$ cat src/rtl/fei_pkg.sv
// Shared constants and register address map for the frame error
// interrupt controller. Assumes a byte-wide register port.
package fei_pkg;
    localparam int FEI_NUM_COND = 6;   // number of error conditions
    localparam int FEI_BERR_IDX = 3;   // status position of the bus error
    localparam int FEI_FLAG_IDX = 4;   // summary flag position in the flag register
    localparam int FEI_CODE_W   = 8;   // captured descriptor width
    localparam int FEI_DATA_W   = 8;   // register port width

    typedef enum logic [1:0] {
        ADDR_STATUS  = 2'd0,
        ADDR_ENABLE  = 2'd1,
        ADDR_IRQFLAG = 2'd2,
        ADDR_CAPTURE = 2'd3
    } fei_addr_e;
endpackage

$ cat src/rtl/fei_status.sv
// Sticky status bits and the enable register.
// Each status bit is set by its hardware event pulse. The bus error bit is
// cleared only by a capture-register read; every other bit is cleared by
// a write of 1. A hardware set wins over a same-cycle clear.
// Assumes event pulses are synchronous to clk.
module fei_status #(
    parameter int NUM_COND = 6,
    parameter int BERR_IDX = 3
) (
    input  logic                clk,
    input  logic                rst_n,
    input  logic [NUM_COND-1:0] cond_evt,
    input  logic                st_wr,
    input  logic                en_wr,
    input  logic [NUM_COND-1:0] wdata,
    input  logic                cap_rd,
    output logic [NUM_COND-1:0] status,
    output logic [NUM_COND-1:0] enable
);
    // Enable register: plain read/write storage.
    always_ff @(posedge clk) begin
        if (!rst_n)     enable <= '0;
        else if (en_wr) enable <= wdata;
    end

    for (genvar i = 0; i < NUM_COND; i++) begin : g_bit
        logic clr;
        if (i == BERR_IDX) begin : g_berr
            // Bus error bit: cleared by reading the capture register.
            assign clr = cap_rd;
            a_r6_fall_on_read: assert property (@(posedge clk) disable iff (!rst_n)
                $fell(status[i]) |-> $past(cap_rd));
        end else begin : g_w1c
            // Other bits: write-1-to-clear.
            assign clr = st_wr && wdata[i];
            a_r5_fall_on_write: assert property (@(posedge clk) disable iff (!rst_n)
                $fell(status[i]) |-> $past(st_wr && wdata[i]));
        end

        // Status bit: set by event, else cleared by its own clear rule.
        always_ff @(posedge clk) begin
            if (!rst_n)           status[i] <= 1'b0;
            else if (cond_evt[i]) status[i] <= 1'b1;
            else if (clr)         status[i] <= 1'b0;
        end

        a_r2_rise_from_event: assert property (@(posedge clk) disable iff (!rst_n)
            $rose(status[i]) |-> $past(cond_evt[i]));
        a_r9_event_wins: assert property (@(posedge clk) disable iff (!rst_n)
            cond_evt[i] |=> status[i]);
    end
endmodule

$ cat src/rtl/fei_summary.sv
// Summary frame error interrupt flag.
// Set when any event arrives on an enabled condition. A software clear
// request succeeds only when no enabled status bit is pending. Set wins
// over a same-cycle clear. Assumes status/enable come from fei_status.
module fei_summary #(
    parameter int NUM_COND = 6
) (
    input  logic                clk,
    input  logic                rst_n,
    input  logic [NUM_COND-1:0] cond_evt,
    input  logic [NUM_COND-1:0] enable,
    input  logic [NUM_COND-1:0] status,
    input  logic                clr_req,
    output logic                flag
);
    logic set_hit;
    logic pending;

    // Qualify events and pending causes with their enables.
    always_comb begin
        set_hit = |(cond_evt & enable);
        pending = |(status & enable);
    end

    // Flag register: set has priority, clear is guarded by pending causes.
    always_ff @(posedge clk) begin
        if (!rst_n)                  flag <= 1'b0;
        else if (set_hit)            flag <= 1'b1;
        else if (clr_req && !pending) flag <= 1'b0;
    end

    a_r3_flag_rise_cause: assert property (@(posedge clk) disable iff (!rst_n)
        $rose(flag) |-> $past(|(cond_evt & enable)));
    a_r4_flag_fall_guard: assert property (@(posedge clk) disable iff (!rst_n)
        $fell(flag) |-> $past(clr_req && ((status & enable) == '0)));
    a_r4_pending_blocks_clear: assert property (@(posedge clk) disable iff (!rst_n)
        (flag && ((status & enable) != '0)) |=> flag);
endmodule

$ cat src/rtl/fei_capture.sv
// Bus error descriptor capture with read-to-rearm lock.
// The descriptor is taken when a bus error arrives while armed; it then
// locks. A read of the capture register re-arms it, unless a bus error
// arrives in that same cycle, in which case the new code is taken and
// the lock stays. Assumes code_i is valid with berr_evt.
module fei_capture #(
    parameter int CODE_W = 8
) (
    input  logic              clk,
    input  logic              rst_n,
    input  logic              berr_evt,
    input  logic [CODE_W-1:0] code_i,
    input  logic              cap_rd,
    output logic [CODE_W-1:0] code,
    output logic              locked
);
    logic take;

    // Capture is allowed when armed or when being re-armed this cycle.
    always_comb take = berr_evt && (!locked || cap_rd);

    // Descriptor and lock state.
    always_ff @(posedge clk) begin
        if (!rst_n) begin
            code   <= '0;
            locked <= 1'b0;
        end else if (take) begin
            code   <= code_i;
            locked <= 1'b1;
        end else if (cap_rd) begin
            locked <= 1'b0;
        end
    end

    a_r8_hold_when_locked: assert property (@(posedge clk) disable iff (!rst_n)
        (locked && !cap_rd) |=> $stable(code));
    a_r7_take_when_armed: assert property (@(posedge clk) disable iff (!rst_n)
        (berr_evt && !locked) |=> (code == $past(code_i)));
    a_r10_read_and_error: assert property (@(posedge clk) disable iff (!rst_n)
        (berr_evt && cap_rd) |=> (locked && code == $past(code_i)));
    a_r6_read_rearms: assert property (@(posedge clk) disable iff (!rst_n)
        (cap_rd && !berr_evt) |=> !locked);
endmodule

$ cat src/rtl/frame_err_irq.sv
// Frame error interrupt controller top: address decode, read mux and
// the three state blocks. Reads are combinational from reg_addr_i; only
// a read strobe at the capture address has a side effect.
// Assumes CODE_W and NUM_COND do not exceed DATA_W.
module frame_err_irq
    import fei_pkg::*;
#(
    parameter int NUM_COND = FEI_NUM_COND,
    parameter int BERR_IDX = FEI_BERR_IDX,
    parameter int FLAG_IDX = FEI_FLAG_IDX,
    parameter int CODE_W   = FEI_CODE_W,
    parameter int DATA_W   = FEI_DATA_W
) (
    input  logic                clk,
    input  logic                rst_n,
    input  logic [NUM_COND-1:0] cond_evt_i,
    input  logic [CODE_W-1:0]   err_code_i,
    input  logic                reg_wr_i,
    input  logic                reg_rd_i,
    input  logic [1:0]          reg_addr_i,
    input  logic [DATA_W-1:0]   reg_wdata_i,
    output logic [DATA_W-1:0]   reg_rdata_o,
    output logic                irq_o
);
    logic                st_wr, en_wr, cap_rd, clr_req;
    logic [NUM_COND-1:0] status, enable;
    logic [CODE_W-1:0]   code;
    logic                locked;
    logic                flag;
    logic                wdata_unused;

    // Register access decode.
    always_comb begin
        st_wr   = reg_wr_i && (reg_addr_i == ADDR_STATUS);
        en_wr   = reg_wr_i && (reg_addr_i == ADDR_ENABLE);
        clr_req = reg_wr_i && (reg_addr_i == ADDR_IRQFLAG) && reg_wdata_i[FLAG_IDX];
        cap_rd  = reg_rd_i && (reg_addr_i == ADDR_CAPTURE);
    end

    assign wdata_unused = ^reg_wdata_i;

    fei_status #(.NUM_COND(NUM_COND), .BERR_IDX(BERR_IDX)) u_status (
        .clk      (clk),
        .rst_n    (rst_n),
        .cond_evt (cond_evt_i),
        .st_wr    (st_wr),
        .en_wr    (en_wr),
        .wdata    (reg_wdata_i[NUM_COND-1:0]),
        .cap_rd   (cap_rd),
        .status   (status),
        .enable   (enable)
    );

    fei_summary #(.NUM_COND(NUM_COND)) u_summary (
        .clk      (clk),
        .rst_n    (rst_n),
        .cond_evt (cond_evt_i),
        .enable   (enable),
        .status   (status),
        .clr_req  (clr_req),
        .flag     (flag)
    );

    fei_capture #(.CODE_W(CODE_W)) u_capture (
        .clk      (clk),
        .rst_n    (rst_n),
        .berr_evt (cond_evt_i[BERR_IDX]),
        .code_i   (err_code_i),
        .cap_rd   (cap_rd),
        .code     (code),
        .locked   (locked)
    );

    // Read mux: zero-extended register views.
    always_comb begin
        reg_rdata_o = '0;
        case (reg_addr_i)
            ADDR_STATUS:  reg_rdata_o[NUM_COND-1:0] = status;
            ADDR_ENABLE:  reg_rdata_o[NUM_COND-1:0] = enable;
            ADDR_IRQFLAG: reg_rdata_o[FLAG_IDX]     = flag;
            default:      reg_rdata_o[CODE_W-1:0]   = code;
        endcase
    end

    assign irq_o = flag;

    a_r1_reset_quiet: assert property (@(posedge clk)
        !rst_n |=> (!irq_o && status == '0 && enable == '0 && !locked));
    a_r6_status_tracks_lock: assert property (@(posedge clk) disable iff (!rst_n)
        $rose(locked) |-> status[BERR_IDX]);
endmodule

$ cat config.mk
export PLATFORM = sky130hd
export DESIGN_NAME = frame_err_irq
export DESIGN_NICKNAME = d
export VERILOG_FILES = /design/src/rtl/fei_pkg.sv /design/src/rtl/fei_status.sv /design/src/rtl/fei_summary.sv /design/src/rtl/fei_capture.sv /design/src/rtl/frame_err_irq.sv
export SDC_FILE = /design/constraint.sdc
export NUM_CORES = 1
export LEC_CHECK = 0
export BUFFER_PORTS_ARGS = -buffer_cell sky130_fd_sc_hd__buf_2
export CORE_ASPECT_RATIO = 1.4
export CORE_MARGIN = 10
export CORE_UTILIZATION = 32
export CTS_BUF_LIST = sky130_fd_sc_hd__clkbuf_16
export DETAILED_ROUTE_END_ITERATION = 16
export GPL_TIMING_DRIVEN = 0
export HOLD_SLACK_MARGIN = 0.02
export PLACE_DENSITY = 0.68
export SKIP_LAST_GASP = 1
export SYNTH_ARGS = -nofsm -noshare
export SYNTH_HDL_FRONTEND = slang
export SYNTH_SLANG_ARGS = --single-unit
$ cat constraint.sdc
create_clock -name clk -period 1.2 [get_ports clk]
set_clock_uncertainty 0.2 [all_clocks]
set_input_delay 0.06 -clock clk [delete_from_list [all_inputs] [get_ports clk]]
set_output_delay 0.06 -clock clk [all_outputs]
set_load 0.02 [all_outputs]
---- Word level (Yosys, flattened, before mapping) ----
Index checks and enable logic that the tools add are counted.
operators by class
  eq/ne operators ......................... 3
  muxes and demuxes ....................... 19
  bitwise gates (word level) .............. 2
  reduce and logical (&&, ||, !) cells .... 27
operators with widths
  cell                                                  count
  nonzero test 2 bit                                    8
  two-way mux 1 bit                                     15
  AND 6 bit                                             2
  logical AND 1 bit                                     12
  one-hot mux 4 bit (3 select lines)                    1
  OR reduction 6 bit                                    2
  one-hot mux 1 bit (3 select lines)                    2
  equality test 2 bit (second input constant)           2
  OR reduction 3 bit                                    1
  equality test 2 x 1 -> 1 bit (second input constant)  1
  logical NOT 1 bit                                     2
  logical NOT 2 bit                                     1
  two-way mux 2 bit                                     1
  logical OR 1 bit                                      1
storage, ports and cells
  register bits ........................... 22
  input bits .............................. 28
  output and inout bits ................... 9
  logic and storage cells ................. 61

---- Logic depth before layout (Yosys ltp) ----
  depth after elaboration ................. 6
  mapped depth ............................ 4
  depth with buffers taken out ............ 3

---- Modules after synthesis ----
From an unflattened synthesis, not the netlist that was laid out.
second synthesis, totals
  cell total of the unflattened synthesis .. 118
  area, all modules ....................... 1114.8 um^2
by module, submodules not included
  module         instances  cells each  area an instance (um^2)  sequential area each (um^2)
  fei_status     1          43          460.4                    240.2
  fei_capture    1          39          376.6                    180.2
  frame_err_irq  1          25          188.9                    0.0
  fei_summary    1          11          88.8                     20.0

---- Least setup slack after synthesis ----
Ideal clock, no wire load.
  path kind ............................... flip-flop to flip-flop
  start ................................... register u_status.enable[0]
  end ..................................... register u_summary.flag
  arrival time ............................ 0.945 ns
  setup slack ............................. -0.077 ns
  cell stages (with the launch flop) ...... 4
  buffers on the path ..................... 0
  period minus slack after synthesis ...... 1.277 ns
  path through ............................ dfxtp_1 -> a22o_1 -> o41ai_2 -> a31oi_1
between the ends
  word-level cells in the longest chain between the ends .. 5
  elaborated cells on any way between the ends .. 8
RTL lines
  element                       RTL line           text
  from (decl)                   fei_status.sv:18   output logic [NUM_COND-1:0] enable
  from (signal assigned)        fei_status.sv:23   else if (en_wr) enable <= wdata;
  AND 6 bit                     fei_summary.sv:22  pending = |(status & enable);
  OR reduction 6 bit            fei_summary.sv:22
  logical NOT 1 bit             fei_summary.sv:29  else if (clr_req && !pending) flag <= 1'b0;
  logical AND 1 bit             fei_summary.sv:29
  nonzero test 2 bit (no line)  -
  to (signal assigned)          fei_summary.sv:27  if (!rst_n) flag <= 1'b0;
  to (signal assigned)          fei_summary.sv:28  else if (set_hit) flag <= 1'b1;
  to (signal assigned)          fei_summary.sv:29
  to (decl)                     fei_summary.sv:14  output logic flag
Parallel ways exist; a longest one is shown, timed or not.
A chain may end at the register's enable or synchronous reset.

---- Worst setup path in the final report ----
  start ................................... register u_status.status[4]
  end ..................................... output port reg_rdata_o[4]
between the ends
  word-level cells in the longest chain between the ends .. 1
RTL lines
  element                             RTL line             text
  from (decl)                         fei_status.sv:17     output logic [NUM_COND-1:0] status,
  from (signal, indexed assignment)   fei_status.sv:42     if (!rst_n) status[i] <= 1'b0;
  from (signal, indexed assignment)   fei_status.sv:43     else if (cond_evt[i]) status[i] <= 1'b1;
  from (signal, indexed assignment)   fei_status.sv:44     else if (clr) status[i] <= 1'b0;
  one-hot mux 1 bit (3 select lines)  frame_err_irq.sv:77  case (reg_addr_i)
  to (decl)                           frame_err_irq.sv:22  output logic [DATA_W-1:0] reg_rdata_o,
Every way passes these cells.

==> run metrics <==
outcome=finished, violations left; violated checks=negative setup slack; pwr/cell area=1090 nW/um^2; # clock sinks=22; Post-synth EDFFs=0; initial antenna violation count=0; RSZ-0062 raised after global routing=yes; Switching Share=0.235; DIE AREA=6000 um^2; global routing usage on met3=0.0307; Final TNS setup=-1.53 ns; post-synthesis cell area=1050 um^2; First-pass DRT Iterations=4; CP endpoint kind=primary output; Mapped Avg Cell Area=10.0 um^2; hold_sp=cond_evt_i[4]; max_cap viols=0; DRC=0; total power=0.00187 W; Die Span Y=87.8 um; number of global-route vias before repair=1183; share of post-route cells with drive strength above 1=0.431; crit path kind=register to primary output; WL/cell=15.7 um; synthesized net count=133; area grow syn2layout=64.0%; input/output buffers=34; FF-to-FF End=u_summary.flag; largest net degree at the start of global routing=12; I/O pins=37; sequential group share of total power=0.433; die width=68.4 um; flops & latches, synth=22; Slew Limit Fails=0; multi-input logic area=597 um^2; CTS H-tree depth=1; peak supply drop=0.968 mV; Post-DP HPWL=2240 um; largest area contributor in the netlist=dfxtp_1; Worst-Margin Slew=0.478 ns; core area=3120 um^2; Min-Delay Endpoint=u_summary.flag; Worst Setup Start Kind=register; top cells by count, synth=dfxtp_1 (22), nand2_1 (16), mux2i_1 (14); via count=1054; top_reg_cell synth=dfxtp_1; YS warnings=0; Top Usage Layer GRT=met2; Final ANT Viol Nets=0; Worst slew margin=0.682; TritonCTS buffer count=3; CTS tree=built; data arrival time of the worst path=1.18 ns; first-pass GRT wire length=5400 um; Final setup viols=7; final WL=3350 um; clk slew on worst S/H paths=0.06 ns; top post-synthesis cells by area=dfxtp_1 (42%), mux2i_1 (13%), a22o_1 (7.5%); setup ws final=-0.244 ns; initial DRC count=38; clk root buf=clkbuf_16; share of the synthesized area in the top cell type=0.420; worst r2r src=u_status.enable[0]; Synth async-reset ratio=0; Synth cell types=24; maximum clock frequency=692 MHz; CP max stage delay=0.46 ns; R2R cell count=4; Initial Util=0.336; Clock Path Buffers=2; vias per cell=4.95; Total Nets Final=204; slowest CP cell=mux4_2; # rows=24; GPL Wtd Cong=0.777; hold crit path type=primary input to register; register area share after synthesis=0.420; clock share of power=0.365; count leader, synth=dfxtp_1; antenna cells=0; min cycle time layout=1.44 ns; combinational group share of total power=0.202; P_sw=0.000440 W; Critical Path Fanout Max=3; static leakage=0.793 nW; Post-Synthesis Cells=105; total track usage=0.114; FF+latch area=453 um^2; Final Hold Viols=0; Final period util=1.20; M1 GR Usage=0.124; met2 Use GR=0.203; hold path depth=4; Cell Chain, Critical Path=mux4_2 -> buf_6; grt total ovfl=0; flop-to-flop setup slack=-0.20 ns; fillers=295; Internal=0.00143 W; Required @ worst endpoint=0.94 ns; clk_lat worst skew=0.25 ns
-- placed cells by master (no fill, tap or decap), drive strengths merged, types with 2 or more instances in the layout --
| cell | n |
|---|---|
| buf | 45 |
| dlygate4sd3 | 22 |
| dfxtp | 22 |
| nand2 | 16 |
| mux2i | 14 |
| nor2 | 9 |
| a22o | 9 |
| a21boi | 6 |
| o21a | 5 |
| mux2 | 5 |
| clkbuf | 5 |
| and3 | 2 |
| a21oi | 2 |
| clkinvlp | 2 |
-- worst max-delay path: cells and delay by family, from the launching register on --
family | cells | cell delay, ns
flops | 1 | 0.33
buf+inv | 1 | 0.15
mux | 1 | 0.46
-- power groups by stage --
stage / Clock, W / Combinational, W / Sequential (W)
6_report: 0.000682 / 0.000378 / 0.000811
5_1_grt: 0.000725 / 0.000410 / 0.000815
4_1_cts: 0.000697 / 0.000362 / 0.000805
3_5_place_dp: 0 / 0.000264 / 0.000824
3_3_place_gp: 0 / 0.000260 / 0.000822
2_1_floorplan: 0 / 0.000163 / 0.000817
-- per-layer routing --
metal / vias up / wire length (um)
li1: 524 / -
met1: 491 / 1360
met2: 34 / 1720
met3: 5 / 221
met4: 0 / 44
met5: - / 0
-- logic make-up after synthesis --
family	count (synthesis)	share of synthesized area
AO/OA/AOI/OAI	26	0.200
buffers and inverters	6	0.0334
flip-flops	22	0.420
multiplexers	20	0.212
AND/OR/NAND/NOR	31	0.135
-- worst max-delay path by stage --
stage                       startpoint                  to  cells after the start
finish              u_status.status[4]      reg_rdata_o[4]                      2
global route         u_capture.code[4]      reg_rdata_o[4]                      2
CTS                 u_status.status[4]      reg_rdata_o[4]                      2
detailed placement       reg_addr_i[0]  u_status.status[1]                      4
global placement         reg_addr_i[0]  u_status.status[4]                      4
floorplan           u_status.status[4]      u_summary.flag                      3
-- area by class of cell --
| class | count | share of cell area |
|---|---|---|
| multi-input combinational | 77 | 0.347 |
| timing repair buffer | 65 | 0.293 |
| sequential | 22 | 0.263 |
| clock buffer | 3 | 0.0436 |
| tap | 39 | 0.0283 |
| buffer | 5 | 0.0182 |
| inverter | 1 | 0.00436 |
| timing repair inverter | 1 | 0.00291 |
-- flip-flops by register name, summed over array words and instances, names as in the netlist --
name and count:
u_capture.code 8, u_capture.locked 1, u_status.enable 6, u_status.status 6
u_summary.flag 1
-- timing repair --
action / CTS / global route
pin swaps: 3 / 1
endpoints found under the setup margin: 7 / 26
cloned: 0 / 1
gates resized for setup: 21 / 11
buffers inserted: 8 / 0
endpoints found under the hold margin: 22 / 6
hold buffers: 22 / 2
-- metrics by stage --
stage / util / setup WS [ns] / instance area [um^2] / cells / hold slack [ns]
after detailed placement: 0.405 / -0.257 / 1260 / 178 / 0.0908
after global placement: 0.405 / -0.247 / 1260 / 178 / 0.0887
after CTS: 0.535 / -0.247 / 1670 / 211 / 0.0378
after floorplan: - / -0.0622 / 1050 / 105 / -0.0226
after global routing: 0.551 / -0.282 / 1720 / 213 / 0.117
final: 0.551 / -0.244 / 1720 / 213 / 0.0396
Note: power is estimated with default switching activity, not from simulation.
